### src/rtl/booth4_pkg.sv
package booth4_pkg;

  typedef enum logic [1:0] {
    MAG_ZERO = 2'd0,
    MAG_ONE  = 2'd1,
    MAG_TWO  = 2'd2
  } mag_e;

  typedef struct packed {
    logic neg;
    mag_e mag;
  } booth_sel_t;

endpackage

### src/rtl/booth4_recode.sv
module booth4_recode
  import booth4_pkg::*;
(
  input  logic [2:0] triple,
  output booth_sel_t sel
);

  always_comb begin
    sel.neg = 1'b0;
    sel.mag = MAG_ZERO;
    unique case (triple)
      3'b001, 3'b010: begin sel.neg = 1'b0; sel.mag = MAG_ONE; end
      3'b011:         begin sel.neg = 1'b0; sel.mag = MAG_TWO; end
      3'b100:         begin sel.neg = 1'b1; sel.mag = MAG_TWO; end
      3'b101, 3'b110: begin sel.neg = 1'b1; sel.mag = MAG_ONE; end
      default:        begin sel.neg = 1'b0; sel.mag = MAG_ZERO; end
    endcase
  end

endmodule

### src/rtl/booth4_addsub.sv
module booth4_addsub
  import booth4_pkg::*;
#(
  parameter int OPW  = 32,
  parameter int ACCW = OPW + 2
) (
  input  logic [OPW-1:0]  acc_hi,
  input  logic [OPW-1:0]  mcand,
  input  booth_sel_t      sel,
  output logic [ACCW-1:0] sum
);

  localparam int EXT = ACCW - OPW;

  logic [ACCW-1:0] base;
  logic [ACCW-1:0] mc_x1;
  logic [ACCW-1:0] mc_x2;
  logic [ACCW-1:0] multiple;

  assign base  = {{EXT{acc_hi[OPW-1]}}, acc_hi};
  assign mc_x1 = {{EXT{mcand[OPW-1]}}, mcand};
  assign mc_x2 = {mc_x1[ACCW-2:0], 1'b0};

  always_comb begin
    unique case (sel.mag)
      MAG_ONE: multiple = mc_x1;
      MAG_TWO: multiple = mc_x2;
      default: multiple = '0;
    endcase
  end

  assign sum = sel.neg ? (base - multiple) : (base + multiple);

endmodule

### src/rtl/booth4_ctrl.sv
module booth4_ctrl #(
  parameter int STEPS = 16,
  parameter int CNTW  = (STEPS > 1) ? $clog2(STEPS) : 1
) (
  input  logic clk,
  input  logic rst,
  input  logic start,
  output logic load,
  output logic step,
  output logic busy,
  output logic done
);

  localparam logic [CNTW-1:0] LAST = CNTW'(STEPS - 1);

  logic [CNTW-1:0] cnt_q;

  assign load = start && !busy;
  assign step = busy;

  always_ff @(posedge clk) begin
    if (rst) begin
      busy  <= 1'b0;
      done  <= 1'b0;
      cnt_q <= '0;
    end else begin
      done <= 1'b0;
      if (load) begin
        busy  <= 1'b1;
        cnt_q <= '0;
      end else if (busy) begin
        cnt_q <= cnt_q + 1'b1;
        if (cnt_q == LAST) begin
          busy <= 1'b0;
          done <= 1'b1;
        end
      end
    end
  end

endmodule

### src/rtl/booth4_mult.sv
module booth4_mult
  import booth4_pkg::*;
#(
  parameter int OPW = 32
) (
  input  logic           clk,
  input  logic           rst,
  input  logic           start,
  input  logic [OPW-1:0] op_a,
  input  logic [OPW-1:0] op_b,
  output logic           busy,
  output logic           done,
  output logic [OPW-1:0] res_hi,
  output logic [OPW-1:0] res_lo
);

  localparam int ACCW  = OPW + 2;
  localparam int STEPS = OPW / 2;

  logic            load;
  logic            step;
  logic [OPW-1:0]  hi_q;
  logic [OPW-1:0]  lo_q;
  logic [OPW-1:0]  mcand_q;
  logic            prev_q;
  booth_sel_t      sel;
  logic [ACCW-1:0] sum;

  booth4_ctrl #(.STEPS(STEPS)) u_ctrl (
    .clk   (clk),
    .rst   (rst),
    .start (start),
    .load  (load),
    .step  (step),
    .busy  (busy),
    .done  (done)
  );

  booth4_recode u_recode (
    .triple ({lo_q[1:0], prev_q}),
    .sel    (sel)
  );

  booth4_addsub #(.OPW(OPW), .ACCW(ACCW)) u_addsub (
    .acc_hi (hi_q),
    .mcand  (mcand_q),
    .sel    (sel),
    .sum    (sum)
  );

  always_ff @(posedge clk) begin
    if (rst) begin
      hi_q    <= '0;
      lo_q    <= '0;
      mcand_q <= '0;
      prev_q  <= 1'b0;
    end else if (load) begin
      hi_q    <= '0;
      lo_q    <= op_b;
      mcand_q <= op_a;
      prev_q  <= 1'b0;
    end else if (step) begin
      hi_q    <= sum[ACCW-1:2];
      lo_q    <= {sum[1:0], lo_q[OPW-1:2]};
      prev_q  <= lo_q[1];
    end
  end

  assign res_hi = hi_q;
  assign res_lo = lo_q;

endmodule

### config.mk
export PLATFORM = sky130hd
export DESIGN_NAME = booth4_mult
export DESIGN_NICKNAME = d
export VERILOG_FILES = /design/src/rtl/booth4_pkg.sv /design/src/rtl/booth4_recode.sv /design/src/rtl/booth4_addsub.sv /design/src/rtl/booth4_ctrl.sv /design/src/rtl/booth4_mult.sv
export SDC_FILE = /design/constraint.sdc
export NUM_CORES = 1
export LEC_CHECK = 0
export ABC_CLOCK_PERIOD_IN_PS = 9550
export BUFFER_PORTS_ARGS = -buffer_cell sky130_fd_sc_hd__buf_2
export CAP_MARGIN = 20
export CELL_PAD_IN_SITES_DETAIL_PLACEMENT = 1
export CELL_PAD_IN_SITES_GLOBAL_PLACEMENT = 2
export CORE_MARGIN = 5
export CORE_UTILIZATION = 34
export CTS_CLUSTER_SIZE = 40
export DETAILED_ROUTE_END_ITERATION = 6
export PLACE_DENSITY_LB_ADDON = 0.1
export SKIP_LAST_GASP = 1
export SYNTH_ARGS = -nofsm -noshare
export SYNTH_HDL_FRONTEND = slang
export SYNTH_SLANG_ARGS = --single-unit
### constraint.sdc
create_clock -name clk -period 9.55 [get_ports clk]
set_input_delay 1.4325 -clock clk [delete_from_list [all_inputs] [get_ports clk]]
set_output_delay 1.4325 -clock clk [all_outputs]
set_load 0.1 [all_outputs]
==> results_dict.tcl <==
set metrics [dict create \
    status "finished, final reports clean" \
    cp_slowest_stage_delay_ns 0.55 \
    yosysWarnings 0 \
    setup-tns-final_ns 0 \
    syn_area_per_cell_um2 7.54 \
    rsz0062_at_grt "false" \
    clock_sinks 103 \
    max_freq_mhz 166 \
    end_kind "flop" \
    crit_fanout 46 \
    cp_common_cell "ha_1" \
    yosys_register_bits 103 \
    layout_common_cells "134 x nor2_1, 132 x buf_2, 117 x nand2_1" \
    setup_viol 0 \
    rr_worst_depth 24 \
    cts_tree "built" \
    synthFlopType "dfxtp_1" \
    path_depth 24 \
    ir_drop_mv 0.0939 \
    cts_buffers 9 \
    nets 1114 \
    yosysTopAreaCell "dfxtp_1" \
    worst_pin_slew_ns 0.829 \
    post-cts-setup-buffer-count 0 \
    ys_types 50 \
    maxCapViolCount 0 \
    synthTopCellsByArea "dfxtp_1 30%, a21oi_1 7.9%, mux2i_1 7.8%" \
    core_area_um2 20100 \
    holdPathStages 2 \
    htreeDepth 3 \
    drc_errors 0 \
    fin_skew_ns 0.0106 \
    place_area_um2 7740 \
    n_fill_cell 2524 \
    port-buffer-count 132 \
    fp-row-count 52 \
    path_cells "nand3b_1 -> o21a_1 -> inv_1 -> ha_1 -> buf_4 -> inv_1 -> nand3_1 -> ha_1 -> o21ai_1 -> or4_4 -> or3_4 -> nand2b_4 -> or3_4 -> or4_4 -> and2_1 -> xnor2_1 -> ha_1 -> a21o_1 -> nand3b_1 -> a21oi_1 -> o31ai_1 -> xnor2_1 -> a21oi_1 -> a31o_2" \
    critical_path_class "reg2reg" \
    pin_count 133 \
    wl_um 20700 \
    multi_input_area_um2 4530 \
    min_period_ns 6.02 \
    final-seq-area_um2 2070 \
    grt_pass1_wl_um 34700 \
    post-dp-hpwl_um 15700 \
    final_hold_viol_count 0 \
    first_iter_violations 402 \
    arrival_ns 6.27 \
    async_flop_share_pct 0 \
    setup_ws_ns 3.53 \
    antenna_found_initial 0 \
    grt_pass1_vias 6534 \
    syn_nets 1019 \
    path_clk_slew_ns 0.08 \
    grt.total_usage_pct 17.8 \
    p_per_area_nw_per_um2 313 \
    fin_hold_ws_ns 0.477 \
    via_per_inst 5.09 \
    drtAntennaViolNets 0 \
    pre_cts_ws_ns 3.52 \
    clk_path_buf_depth 2 \
    hp-class "reg2reg" \
    globalRouteOverflowTotal 0 \
    ys_seq_area_share_pct 29.9 \
    p_total_mw 2.51 \
    design_area_um2 8030 \
    clockRootBuffer "clkbuf_16" \
    vias 6530 \
    synthCells 914 \
    crit_required_ns 9.80 \
    clock_latency_ns 0.35 \
    synth_edf_count 0 \
    path_delay_family "simple AND/OR/NAND/NOR gates" \
    area_growth_pct 16.5 \
    globalplace.congestion 0.779 \
    fp.dieH_um 152 \
    start_util_pct 34.3 \
    synth_top_area_share_pct 29.9 \
    grt_max_degree 76 \
    dieArea_um2 23200 \
    avgRoutedWirePerCell_um 16.1 \
    drive_gt1_share_pct 16.8 \
    crit_slowest_cell "or4_4" \
    cts-resized-gates 0 \
    drtPass1Iterations 5 \
    netlist_area_um2 6890 \
    slew_violations 0 \
    slew_headroom_pct 44.8 \
    n_antenna_cell 0 \
    final_common_cell "nor2_1" \
    holdBufCountCts 0 \
    power.leakage_nw 3.49 \
    die_width_um 152 \
    post-route-period-util_pct 63.1 \
    critical_path_buf_inv_count 3 \
    setup.worst_path.start_class "flop" \
]
==> worst paths after layout <==
check,slack (ns),to,from
setup reg to reg,3.53,res_hi[31],res_lo[1]
hold / removal,0.48,mcand_q[7],mcand_q[7]
hold reg to reg,0.48,mcand_q[7],mcand_q[7]
setup / recovery,3.53,res_hi[31],res_lo[1]
==> Yosys cell counts, types with 3 or more instances <==
cell type,count
mux2i_1,54
a21oi_1,109
xnor2_1,25
a31o_2,4
buf_1,14
o31ai_1,6
a41oi_1,4
nand4_1,6
nand3b_1,5
clkbuf_1,41
inv_1,20
nand2_1,117
o21bai_1,3
o211ai_1,8
nand2b_1,12
xor2_1,35
dfxtp_1,103
a211oi_1,9
a22oi_1,31
and2_1,3
ha_1,37
nor2b_1,10
nor3_1,4
nor4_1,6
nor2_1,134
a31oi_1,12
o21ai_0,45
or3_1,3
nand3_1,14
a21o_1,12
==> metrics by stage <==
stage	instances	utilization [%]
floorplan	914	-
global placement	1268	38.5
detailed placement	1268	38.5
CTS	1284	39.9
global route	1284	39.9
finish	1284	39.9
==> worst reg2reg max path, stage by stage, from the launching register on <==
cell	delay (ns)
dfxtp_1	0.41
nand3b_1	0.13
o21a_1	0.14
inv_1	0.05
ha_1	0.27
buf_4	0.37
inv_1	0.16
nand3_1	0.14
ha_1	0.18
o21ai_1	0.14
or4_4	0.54
or3_4	0.41
nand2b_4	0.16
or3_4	0.39
or4_4	0.55
and2_1	0.18
xnor2_1	0.13
ha_1	0.36
a21o_1	0.19
nand3b_1	0.15
a21oi_1	0.18
o31ai_1	0.13
xnor2_1	0.24
a21oi_1	0.10
a31o_2	0.23
==> sequential cells by signal, indices dropped and copies added, names as in the netlist <==
register and count:
u_ctrl.cnt_q 4, res_lo 32, res_hi 32, mcand_q 32, u_ctrl.busy 1, prev_q 1
u_ctrl.done 1
==> cell type report <==
type                       count  share of cell area (%)
clock inverter                 6                   0.639
inverter                      20                   0.935
timing repair buffer         141                    9.07
sequential                   103                    25.7
multi-input combinational    734                    56.5
clock buffer                  10                    2.98
tap                          270                    4.21
==> where the power goes <==
group / internal [mW] / switching [mW]
logic: 0.539 / 1.05
clock network: 0.188 / 0.178
registers: 0.490 / 0.0647
total: 1.22 / 1.29
==> cells by family (layout without fill, tap and decap cells) <==
group | Yosys count | in the layout | synth area share [%]
compound gates | 258 | 258 | 22.7
xor+xnor | 60 | 60 | 7.63
fa+ha+maj | 38 | 38 | 7.01
buf+inv | 77 | 177 | 4.32
flops | 103 | 103 | 29.9
mux | 54 | 54 | 7.84
simple gates | 324 | 324 | 20.6
==> per-layer routing <==
metal / share of wire [%] / global-route usage [%]
met5: 0 / 0
met4: 0.86 / 3.60
met3: 2.8 / 2.41
met2: 43 / 27.0
met1: 54 / 26.9
Note: power is estimated with default switching activity, not from simulation.
